$ cat src/rtl/nic_pkg.sv
package nic_pkg;

    localparam int LVL_N = 4;
    localparam int LVL_W = 2;

    typedef enum logic [2:0] {
        SEL_EN_A = 3'd0,
        SEL_EN_B = 3'd1,
        SEL_PL_A = 3'd2,
        SEL_PL_B = 3'd3,
        SEL_PH_A = 3'd4,
        SEL_PH_B = 3'd5
    } bank_sel_e;

    typedef struct packed {
        logic             valid;
        logic [3:0]       idx;
        logic [LVL_W-1:0] lvl;
    } grant_t;

endpackage

$ cat src/rtl/nic_regs.sv
module nic_regs
    import nic_pkg::*;
#(
    parameter int SRC_N  = 10,
    parameter int DATA_W = 8
) (
    input  logic              clk_i,
    input  logic              rst_ni,
    input  logic              wr_en_i,
    input  logic [2:0]        wr_sel_i,
    input  logic [DATA_W-1:0] wr_data_i,
    output logic              glob_en_o,
    output logic [SRC_N-1:0]  src_en_o,
    output logic [SRC_N-1:0]  pri_lo_o,
    output logic [SRC_N-1:0]  pri_hi_o
);
    localparam int BANK_SRC = DATA_W - 1;

    function automatic logic [SRC_N-1:0] bank_b_mask();
        logic [SRC_N-1:0] m;
        for (int s = 0; s < SRC_N; s++) m[s] = (s >= BANK_SRC);
        return m;
    endfunction

    localparam logic [SRC_N-1:0] IN_B = bank_b_mask();

    typedef struct packed {
        logic             glob;
        logic [SRC_N-1:0] en;
        logic [SRC_N-1:0] pl;
        logic [SRC_N-1:0] ph;
    } regs_t;

    regs_t            regs_d, regs_q;
    logic [SRC_N-1:0] wbit;
    bank_sel_e        sel;

    assign sel = bank_sel_e'(wr_sel_i);

    for (genvar s = 0; s < SRC_N; s++) begin : g_wbit
        localparam int BIT = s % BANK_SRC;
        assign wbit[s] = wr_data_i[BIT];
    end

    always_comb begin
        regs_d = regs_q;
        if (wr_en_i) begin
            if (sel == SEL_EN_A) regs_d.glob = wr_data_i[DATA_W-1];
            for (int s = 0; s < SRC_N; s++) begin
                unique case (sel)
                    SEL_EN_A: if (!IN_B[s]) regs_d.en[s] = wbit[s];
                    SEL_EN_B: if (IN_B[s])  regs_d.en[s] = wbit[s];
                    SEL_PL_A: if (!IN_B[s]) regs_d.pl[s] = wbit[s];
                    SEL_PL_B: if (IN_B[s])  regs_d.pl[s] = wbit[s];
                    SEL_PH_A: if (!IN_B[s]) regs_d.ph[s] = wbit[s];
                    SEL_PH_B: if (IN_B[s])  regs_d.ph[s] = wbit[s];
                    default: ;
                endcase
            end
        end
    end

    always_ff @(posedge clk_i or negedge rst_ni) begin
        if (!rst_ni) regs_q <= '0;
        else         regs_q <= regs_d;
    end

    assign glob_en_o = regs_q.glob;
    assign src_en_o  = regs_q.en;
    assign pri_lo_o  = regs_q.pl;
    assign pri_hi_o  = regs_q.ph;

    // the banks come out of reset cleared
    p_reset_clear_r1: assert property (@(posedge clk_i)
        $rose(rst_ni) |-> (regs_q == '0));

endmodule

$ cat src/rtl/nic_arbiter.sv
module nic_arbiter
    import nic_pkg::*;
#(
    parameter int SRC_N = 10,
    parameter int IDX_W = 4
) (
    input  logic             glob_en_i,
    input  logic [SRC_N-1:0] irq_i,
    input  logic [SRC_N-1:0] src_en_i,
    input  logic [SRC_N-1:0] pri_lo_i,
    input  logic [SRC_N-1:0] pri_hi_i,
    input  logic [LVL_N-1:0] in_service_i,
    output logic             win_vld_o,
    output logic [IDX_W-1:0] win_idx_o,
    output logic [LVL_W-1:0] win_lvl_o
);
    logic [SRC_N-1:0] eligible;
    logic [SRC_N-1:0] cand [LVL_N];
    logic [LVL_N-1:0] allow;

    assign eligible = irq_i & src_en_i & {SRC_N{glob_en_i}};

    for (genvar l = 0; l < LVL_N; l++) begin : g_lvl
        for (genvar s = 0; s < SRC_N; s++) begin : g_src
            assign cand[l][s] = eligible[s] && ({pri_hi_i[s], pri_lo_i[s]} == LVL_W'(l));
        end
        // a level may preempt only if nothing at or above it is in service
        assign allow[l] = ~|(in_service_i >> l);
    end

    always_comb begin
        win_vld_o = 1'b0;
        win_idx_o = '0;
        win_lvl_o = '0;
        for (int l = 0; l < LVL_N; l++) begin
            if (allow[l] && (|cand[l])) begin
                win_vld_o = 1'b1;
                win_lvl_o = LVL_W'(l);
                for (int s = SRC_N - 1; s >= 0; s--) begin
                    if (cand[l][s]) win_idx_o = IDX_W'(s);
                end
            end
        end
    end

endmodule

$ cat src/rtl/nic_isr_stack.sv
module nic_isr_stack
    import nic_pkg::*;
(
    input  logic             clk_i,
    input  logic             rst_ni,
    input  logic             push_i,
    input  logic [LVL_W-1:0] push_lvl_i,
    input  logic             pop_i,
    output logic [LVL_N-1:0] in_service_o
);
    logic [LVL_N-1:0] isr_d, isr_q;
    logic [LVL_N-1:0] top_bit;

    always_comb begin
        top_bit = '0;
        for (int l = 0; l < LVL_N; l++) begin
            if (isr_q[l]) top_bit = LVL_N'(1) << l;
        end
    end

    always_comb begin
        isr_d = isr_q;
        if (pop_i)  isr_d = isr_d & ~top_bit;
        if (push_i) isr_d[push_lvl_i] = 1'b1;
    end

    always_ff @(posedge clk_i or negedge rst_ni) begin
        if (!rst_ni) isr_q <= '0;
        else         isr_q <= isr_d;
    end

    assign in_service_o = isr_q;

    // acknowledged level is in service on the next cycle
    p_push_sets_r9: assert property (@(posedge clk_i) disable iff (!rst_ni)
        push_i |=> in_service_o[$past(push_lvl_i)]);

    // a lone return retires exactly one level
    p_pop_one_r10: assert property (@(posedge clk_i) disable iff (!rst_ni)
        (pop_i && !push_i && (in_service_o != '0))
        |=> ($countones(in_service_o) == $countones($past(in_service_o)) - 1));

endmodule

$ cat src/rtl/nested_irq_ctrl.sv
module nested_irq_ctrl
    import nic_pkg::*;
#(
    parameter int SRC_N  = 10,
    parameter int DATA_W = 8,
    localparam int IDX_W = (SRC_N > 1) ? $clog2(SRC_N) : 1
) (
    input  logic              clk_i,
    input  logic              rst_ni,
    input  logic              wr_en_i,
    input  logic [2:0]        wr_sel_i,
    input  logic [DATA_W-1:0] wr_data_i,
    input  logic [SRC_N-1:0]  irq_i,
    input  logic              ib_stb_i,
    input  logic              ack_i,
    input  logic              ret_i,
    output logic              req_valid_o,
    output logic [IDX_W-1:0]  req_idx_o,
    output logic [1:0]        req_level_o,
    output logic [3:0]        in_service_o
);
    typedef struct packed {
        logic             valid;
        logic [IDX_W-1:0] idx;
        logic [LVL_W-1:0] lvl;
    } req_t;

    logic             glob_en;
    logic [SRC_N-1:0] src_en, pri_lo, pri_hi;
    logic             win_vld;
    logic [IDX_W-1:0] win_idx;
    logic [LVL_W-1:0] win_lvl;
    logic [LVL_N-1:0] isr;
    logic             push;
    req_t             req_d, req_q;

    nic_regs #(.SRC_N(SRC_N), .DATA_W(DATA_W)) u_regs (
        .clk_i     (clk_i),
        .rst_ni    (rst_ni),
        .wr_en_i   (wr_en_i),
        .wr_sel_i  (wr_sel_i),
        .wr_data_i (wr_data_i),
        .glob_en_o (glob_en),
        .src_en_o  (src_en),
        .pri_lo_o  (pri_lo),
        .pri_hi_o  (pri_hi)
    );

    nic_arbiter #(.SRC_N(SRC_N), .IDX_W(IDX_W)) u_arb (
        .glob_en_i    (glob_en),
        .irq_i        (irq_i),
        .src_en_i     (src_en),
        .pri_lo_i     (pri_lo),
        .pri_hi_i     (pri_hi),
        .in_service_i (isr),
        .win_vld_o    (win_vld),
        .win_idx_o    (win_idx),
        .win_lvl_o    (win_lvl)
    );

    assign push = req_q.valid && ack_i;

    nic_isr_stack u_isr (
        .clk_i        (clk_i),
        .rst_ni       (rst_ni),
        .push_i       (push),
        .push_lvl_i   (req_q.lvl),
        .pop_i        (ret_i),
        .in_service_o (isr)
    );

    always_comb begin
        req_d = req_q;
        if (push) begin
            req_d.valid = 1'b0;
        end else if (!req_q.valid && ib_stb_i && win_vld) begin
            req_d.valid = 1'b1;
            req_d.idx   = win_idx;
            req_d.lvl   = win_lvl;
        end
    end

    always_ff @(posedge clk_i or negedge rst_ni) begin
        if (!rst_ni) req_q <= '0;
        else         req_q <= req_d;
    end

    assign req_valid_o  = req_q.valid;
    assign req_idx_o    = req_q.idx;
    assign req_level_o  = req_q.lvl;
    assign in_service_o = isr;

    // a pending request holds its index and level until acknowledged
    p_hold_r8: assert property (@(posedge clk_i) disable iff (!rst_ni)
        (req_valid_o && !ack_i) |=> (req_valid_o && $stable(req_idx_o) && $stable(req_level_o)));

    // no new request without a strobe
    p_strobe_only_r8: assert property (@(posedge clk_i) disable iff (!rst_ni)
        (!req_valid_o && !ib_stb_i) |=> !req_valid_o);

    // global enable clear blocks every grant
    p_glob_block_r3: assert property (@(posedge clk_i) disable iff (!rst_ni)
        (!req_valid_o && !glob_en) |=> !req_valid_o);

    // nothing preempts a level 3 handler
    p_top_locked_r7: assert property (@(posedge clk_i) disable iff (!rst_ni)
        (!req_valid_o && isr[LVL_N-1]) |=> !req_valid_o);

    // a fresh grant is strictly above every level in service
    p_strict_above_r6: assert property (@(posedge clk_i) disable iff (!rst_ni)
        $rose(req_valid_o) |-> (($past(isr) >> req_level_o) == '0));

    // acknowledge drops the request
    p_ack_drop_r9: assert property (@(posedge clk_i) disable iff (!rst_ni)
        (req_valid_o && ack_i) |=> !req_valid_o);

endmodule

$ cat config.mk
export PLATFORM = sky130hd
export DESIGN_NAME = nested_irq_ctrl
export DESIGN_NICKNAME = d
export VERILOG_FILES = /design/src/rtl/nic_pkg.sv /design/src/rtl/nic_regs.sv /design/src/rtl/nic_arbiter.sv /design/src/rtl/nic_isr_stack.sv /design/src/rtl/nested_irq_ctrl.sv
export SDC_FILE = /design/constraint.sdc
export NUM_CORES = 1
export LEC_CHECK = 0
export ABC_AREA = 1
export BUFFER_PORTS_ARGS = -buffer_cell sky130_fd_sc_hd__buf_2
export CAP_MARGIN = 20
export CORE_MARGIN = 1
export CORE_UTILIZATION = 45
export CTS_CLUSTER_SIZE = 12
export DETAILED_ROUTE_END_ITERATION = 8
export GPL_TIMING_DRIVEN = 0
export MAX_ROUTING_LAYER = met4
export PLACE_DENSITY = 0.74
export SLEW_MARGIN = 20
export SYNTH_ARGS = -nofsm -noshare
export SYNTH_HDL_FRONTEND = slang
export SYNTH_SLANG_ARGS = --single-unit
$ cat constraint.sdc
create_clock -name clk_i -period 3.85 [get_ports clk_i]
set_input_delay 0.385 -clock clk_i [delete_from_list [all_inputs] [get_ports clk_i]]
set_output_delay 0.385 -clock clk_i [all_outputs]
set_load 0.01 [all_outputs]
After elaboration in Yosys (flattened, before gate mapping)
Cells that the tools add are included.
Storage, ports and cells
  word-level logic and storage cells: 194
  bits of input ports: 27
  output and inout bits: 11
  register bits: 42
Operators by class
  bitwise operators: 6
  reduce and logical (&&, ||, !) cells: 79
  eq/ne operators: 35
  muxes and demuxes: 61
  order comparisons: 2
Operators with widths (number)
  $mux 4: 49
  $logic_and 1x1->1: 48
  $eq 2x2->1 const B: 20
  $reduce_or 10->1: 4
  $and 10x10->10: 2
  $eq 2x1->1 const B: 10
  $logic_not 2->1: 10
  $reduce_and 2->1: 7
  $mux 1: 8
  $mux 7: 1
  $eq 3x2->1 const B: 2
  $eq 3x3->1 const B: 2
  $logic_not 1->1: 5
  $and 4x4->4: 1
  $mux 2: 2
  $not 4->4: 1
  $or 4x4->4: 1
  $reduce_or 4->1: 1
  $eq 3x1->1 const B: 1
  $logic_not 3->1: 1
  $lt 2x3->1 const B: 1
  $reduce_or 3->1: 1
  $demux 1 s2: 1
  $ge 2x1->1 const B: 1
  3 further kinds: 3

Depth between registers and ports, before layout
  word-level depth: 49
  gate-level depth with buffers: 43
  mapped depth without buffers: 43

Cells and area by module
A second synthesis with hierarchy kept.
Second synthesis, totals
  cells, all modules: 453
  area, all modules: 2807.7 um2
By module, submodules not included
  nic_regs: instances 1, area each 1276.2 um2, sequential area each 775.7 um2, cells each 146
  nic_arbiter: instances 1, area each 1059.8 um2, sequential area each 0.0 um2, cells each 254
  nested_irq_ctrl: instances 1, area each 291.5 um2, sequential area each 175.2 um2, cells each 30
  nic_isr_stack: instances 1, area each 180.2 um2, sequential area each 100.1 um2, cells each 23

Worst setup path before layout
No wires, ideal clock.
  path type: reg-to-reg
  start: register u_regs.regs_q[30], in the netlist u_regs.glob_en_o
  end: register req_q, in the netlist req_idx_o[0]
  slack: 1167 ps
  arrival: 2562 ps
  required time: 3728 ps
  buffers on the path: 0
  clock period less this slack: 2683 ps
  stages on the path, launching flop included: 41
  library setup time: 122 ps
  cells stage by stage: dfrtp_1 > inv_2 > nor2_1 > nand3_1 > nand2_1 > nor2_1 > nand3_1 > nand2_2 > nor2_1 > nand2_1 > nand2_1 > nand2_1 > nand2_1 > nand2_1 > nand2_1 > nand2_1 > nand2_1 > nand2_1 > [... 5 more ...] > nand2_1 > nand2_1 > nand2_1 > nand2_1 > nand2_1 > nand2_1 > nand2_1 > nand3_1 > nand2_1 > nand2_1 > nand2_1 > nand2_1 > nand2_1 > nand2_1 > nand2_1 > nand2_1 > nand2_1 > a21oi_2
On the way
  cells in the longest elaborated chain, start to end: 46
  elaborated cells on any way between the ends: 99
  those cells by class: mux (48); bitwise (1); reduce/logical (50)
RTL lines
  start: declaration: RTL line nic_regs.sv:34  | regs_t regs_d, regs_q;
  start signal: assignment: RTL line nic_regs.sv:65  | else regs_q <= regs_d;
  $and 10x10->10 *: RTL line nic_arbiter.sv:21  | assign eligible = irq_i & src_en_i & {SRC_N{glob_en_i}};
  $logic_and 1x1->1: RTL line nic_arbiter.sv:25  | assign cand[l][s] = eligible[s] && ({pri_hi_i[s], pri_lo_i[s]} == LVL_W'(l));
  $mux 4 (10 in a row): RTL line nic_arbiter.sv:40  | if (cand[l][s]) win_idx_o = IDX_W'(s);
  $mux 4: RTL line nic_arbiter.sv:36  | if (allow[l] && (|cand[l])) begin
  $mux 4 (10 in a row): RTL line nic_arbiter.sv:40
  $mux 4: RTL line nic_arbiter.sv:36
  $mux 4 (10 in a row): RTL line nic_arbiter.sv:40
  $mux 4: RTL line nic_arbiter.sv:36
  $mux 4 (10 in a row): RTL line nic_arbiter.sv:40
  $mux 4: RTL line nic_arbiter.sv:36
  end signal: assignment: RTL line nested_irq_ctrl.sv:85  | else req_q <= req_d;
  end: declaration: RTL line nested_irq_ctrl.sv:35  | req_t req_d, req_q;
Mark *: on every way between the ends. The rest lies on a longest branch, timed or not.
A chain may end at the register's enable or synchronous reset.

Final worst setup path
Ends and elaborated chain as after synthesis.

==> impl_metrics.ini <==
[timing]
final.setup.tns_ns = 0
fin_worst_skew_ns = 0.00415
layout_min_cycle_time_ns = 3.25
relSlewSlack_pct = 37.7
finalHoldViolCount = 0
slew_violations = 0
fmax_mhz = 307
worstMarginPinSlew_ns = 0.935
fin_ws_ns = 0.597
rsz0062_at_grt = no
setup_viol = 0
fin_crit_sh_pct = 84.5

[global_routing]
antenna_found_initial = 0
grt_pass1_vias = 2386
grt_overflow = 0
grtUsageTotal_pct = 23.5
grt_pass1_wl_microns = 10800
grt_max_degree = 43

[logic_synthesis]
synth_compound_area_share_pct = 13.2
syn_avg_cell_area_sq_um = 6.35
synth-adder-area-share_pct = 0
yosys.area_share.simple_pct = 34.1
synth_top_family_by_area = simple AND/OR/NAND/NOR gates
ys_seq_elements = 42
syn_inst = 410
syn_area_sq_mm = 0.00260
yosysSeqAreaShare_pct = 40.3
synth.net_count = 437
yosys.cell_types.count = 21
yosysWarnings = 0
synth-xor-area-share_pct = 0
muxShareOfSynthArea_pct = 0

[critical_path]
required_ns = 4.04
worstSetupStartpoint = u_regs.glob_en_o
arrival_ns = 3.45
path_delay_family = simple AND/OR/NAND/NOR gates
worstReg2RegStart = u_regs.glob_en_o
crit_fanout = 6
max_stage_delay_ns = 0.47
reg2reg_slack_ns = 0.60
worstSetupStartpointType = flip-flop
path_class = reg -> reg
cp_slowest_cell = dfrtp_2
path_buf_inv = 1
crit_top_cell = nand2_1
cp-end-kind = flip-flop

[floorplanning]
dieArea_sq_mm = 0.00610
core_area_sq_mm = 0.00554
num_io_pins = 38
start_util_pct = 47.0
rows = 27
die_w_microns = 78.1
die_h_microns = 78.1

[placement]
portBuffers = 37
dpl.hpwl_microns = 5120
place_ws_ns = 0.555
place_congestion = 0.972

[cells_and_area]
seqCellArea_sq_mm = 0.00105
drive_gt1_share_pct = 10.5
num-nets-final = 481
area_delta_synth_final_pct = 14.1
diodes = 0
multi_input_area_sq_mm = 0.00123
fill_cells = 597
final_cell_mix = 117 x nand2_1, 81 x inv_1, 47 x o21ai_0
final_common_cell = nand2_1

[clock_network]
ctsHoldBuffers = 0
insertion_delay_ns = 0.30
htree_levels = 2
cts_tree = built
cts_sinks = 42
cts_made_buffers = 5
cts.path.max_buffers = 2
clock-root-buffer = clkbuf_8
clkTransAtPathRegs_ns = 0.08

[detailed_routing]
routedWlPerCell_microns = 12.0
first_pass_iters = 4
drtIter0Drc = 173
route.vias.total = 2580
drtAntennaViolNets = 0
drt-total-wl_microns = 6310
drc = 0
vias_per_cell = 4.90

[flow_run]
maxCapViolCount = 0

[worst_hold_path]
hp-class = in -> async

[power_and_ir_drop]
p_per_area_mw_per_mm2 = 495
peakVddDrop_v = 0.000221
total_power_uw = 1470
p_leak_uw = 0.00160

[status]
status = completed
[routing by layer]
layer	vias to the layer above	routed length (microns)	part of all wire [%]	track usage (%)
met3	7	227	3.6	4.42
met2	47	2990	47	38.3
li1	1364	-	-	-
met5	-	0	0	-
met1	1162	3020	48	30.0
met4	0	66	1.0	6.30
[kinds of logic after synthesis]
family | after synthesis
flops | 42
simple gates | 217
compound gates | 65
buf+inv | 86
[registers in the layout, indices dropped and copies added (netlist names)]
register and cells:
req_idx_o 4, u_regs.glob_en_o 1, req_level_o 2, req_valid_o 1, u_isr.in_service_o 4, u_regs.pri_hi_o 10
u_regs.src_en_o 10, u_regs.pri_lo_o 10
[synthesized netlist by cell type, drive strengths merged]
cell type / count / area, sq um
a31oi: 2 / 12.5
nor2: 45 / 169
a21oi: 11 / 58.8
nand2: 118 / 445
nand3: 20 / 100
inv: 82 / 308
and3: 1 / 6.26
o22ai: 1 / 6.26
o31ai: 2 / 15.0
o211ai: 1 / 7.51
dfrtp: 42 / 1050
buf: 1 / 3.75
o21bai: 1 / 7.51
o21ai: 47 / 235
nand4: 1 / 6.26
nor4: 1 / 6.26
clkbuf: 3 / 11.3
nor3: 31 / 155
[worst reg2reg max path, delay by kind of cell, from the launching register on]
family                 cells  cell delay [ns]
and+or+nand+nor           38             2.48
DFF                        1             0.47
buffers and inverters      1             0.15
AOI/OAI and AO/OA          1             0.05
[worst paths after layout]
| check | endpoint | cells after the start |
|---|---|---|
| setup / recovery | req_idx_o[0] | 40 |
| hold / removal | u_isr.in_service_o[0] | 1 |
| setup reg to reg | req_idx_o[0] | 40 |
| hold reg to reg | req_idx_o[3] | 2 |
| max in group asynchronous | u_regs.glob_en_o | 1 |
| min in group clk_i | u_isr.in_service_o[3] | 2 |
[area by class of cell]
| cell class | instances | share of cell area, % |
|---|---|---|
| Inverter | 82 | 10.4 |
| Clock inverter | 1 | 0.168 |
| Tap cell | 72 | 3.03 |
| Clock buffer | 7 | 2.90 |
| Buffer | 4 | 0.505 |
| Multi-Input combinational cell | 282 | 41.4 |
| Timing Repair Buffer | 37 | 6.23 |
| Sequential cell | 42 | 35.4 |
[repair_timing]
item / in CTS / in global routing
buffers inserted: 0 / 0
endpoints found under the setup margin: 0 / 1
gates resized for setup: 0 / 1
[where the power goes]
part	total [uW]	internal, uW	leakage, uW	switching [uW]
sequential	621	545	0.000531	75.7
clock	299	145	0.0000482	154
combinational	553	194	0.00102	359
total	1470	884	0.00160	588
[stage by stage]
stage | instance area (sq um) | utilization, % | cells | hold WS [ns]
2_1_floorplan | 2610 | - | 410 | 0.0894
3_3_place_gp | 2880 | 52.0 | 519 | 0.462
3_5_place_dp | 2880 | 52.0 | 519 | 0.473
4_1_cts | 2970 | 53.6 | 527 | 0.256
5_1_grt | 2970 | 53.7 | 527 | 0.285
6_report | 2970 | 53.7 | 527 | 0.222
Power figures use the tool's default switching activity.
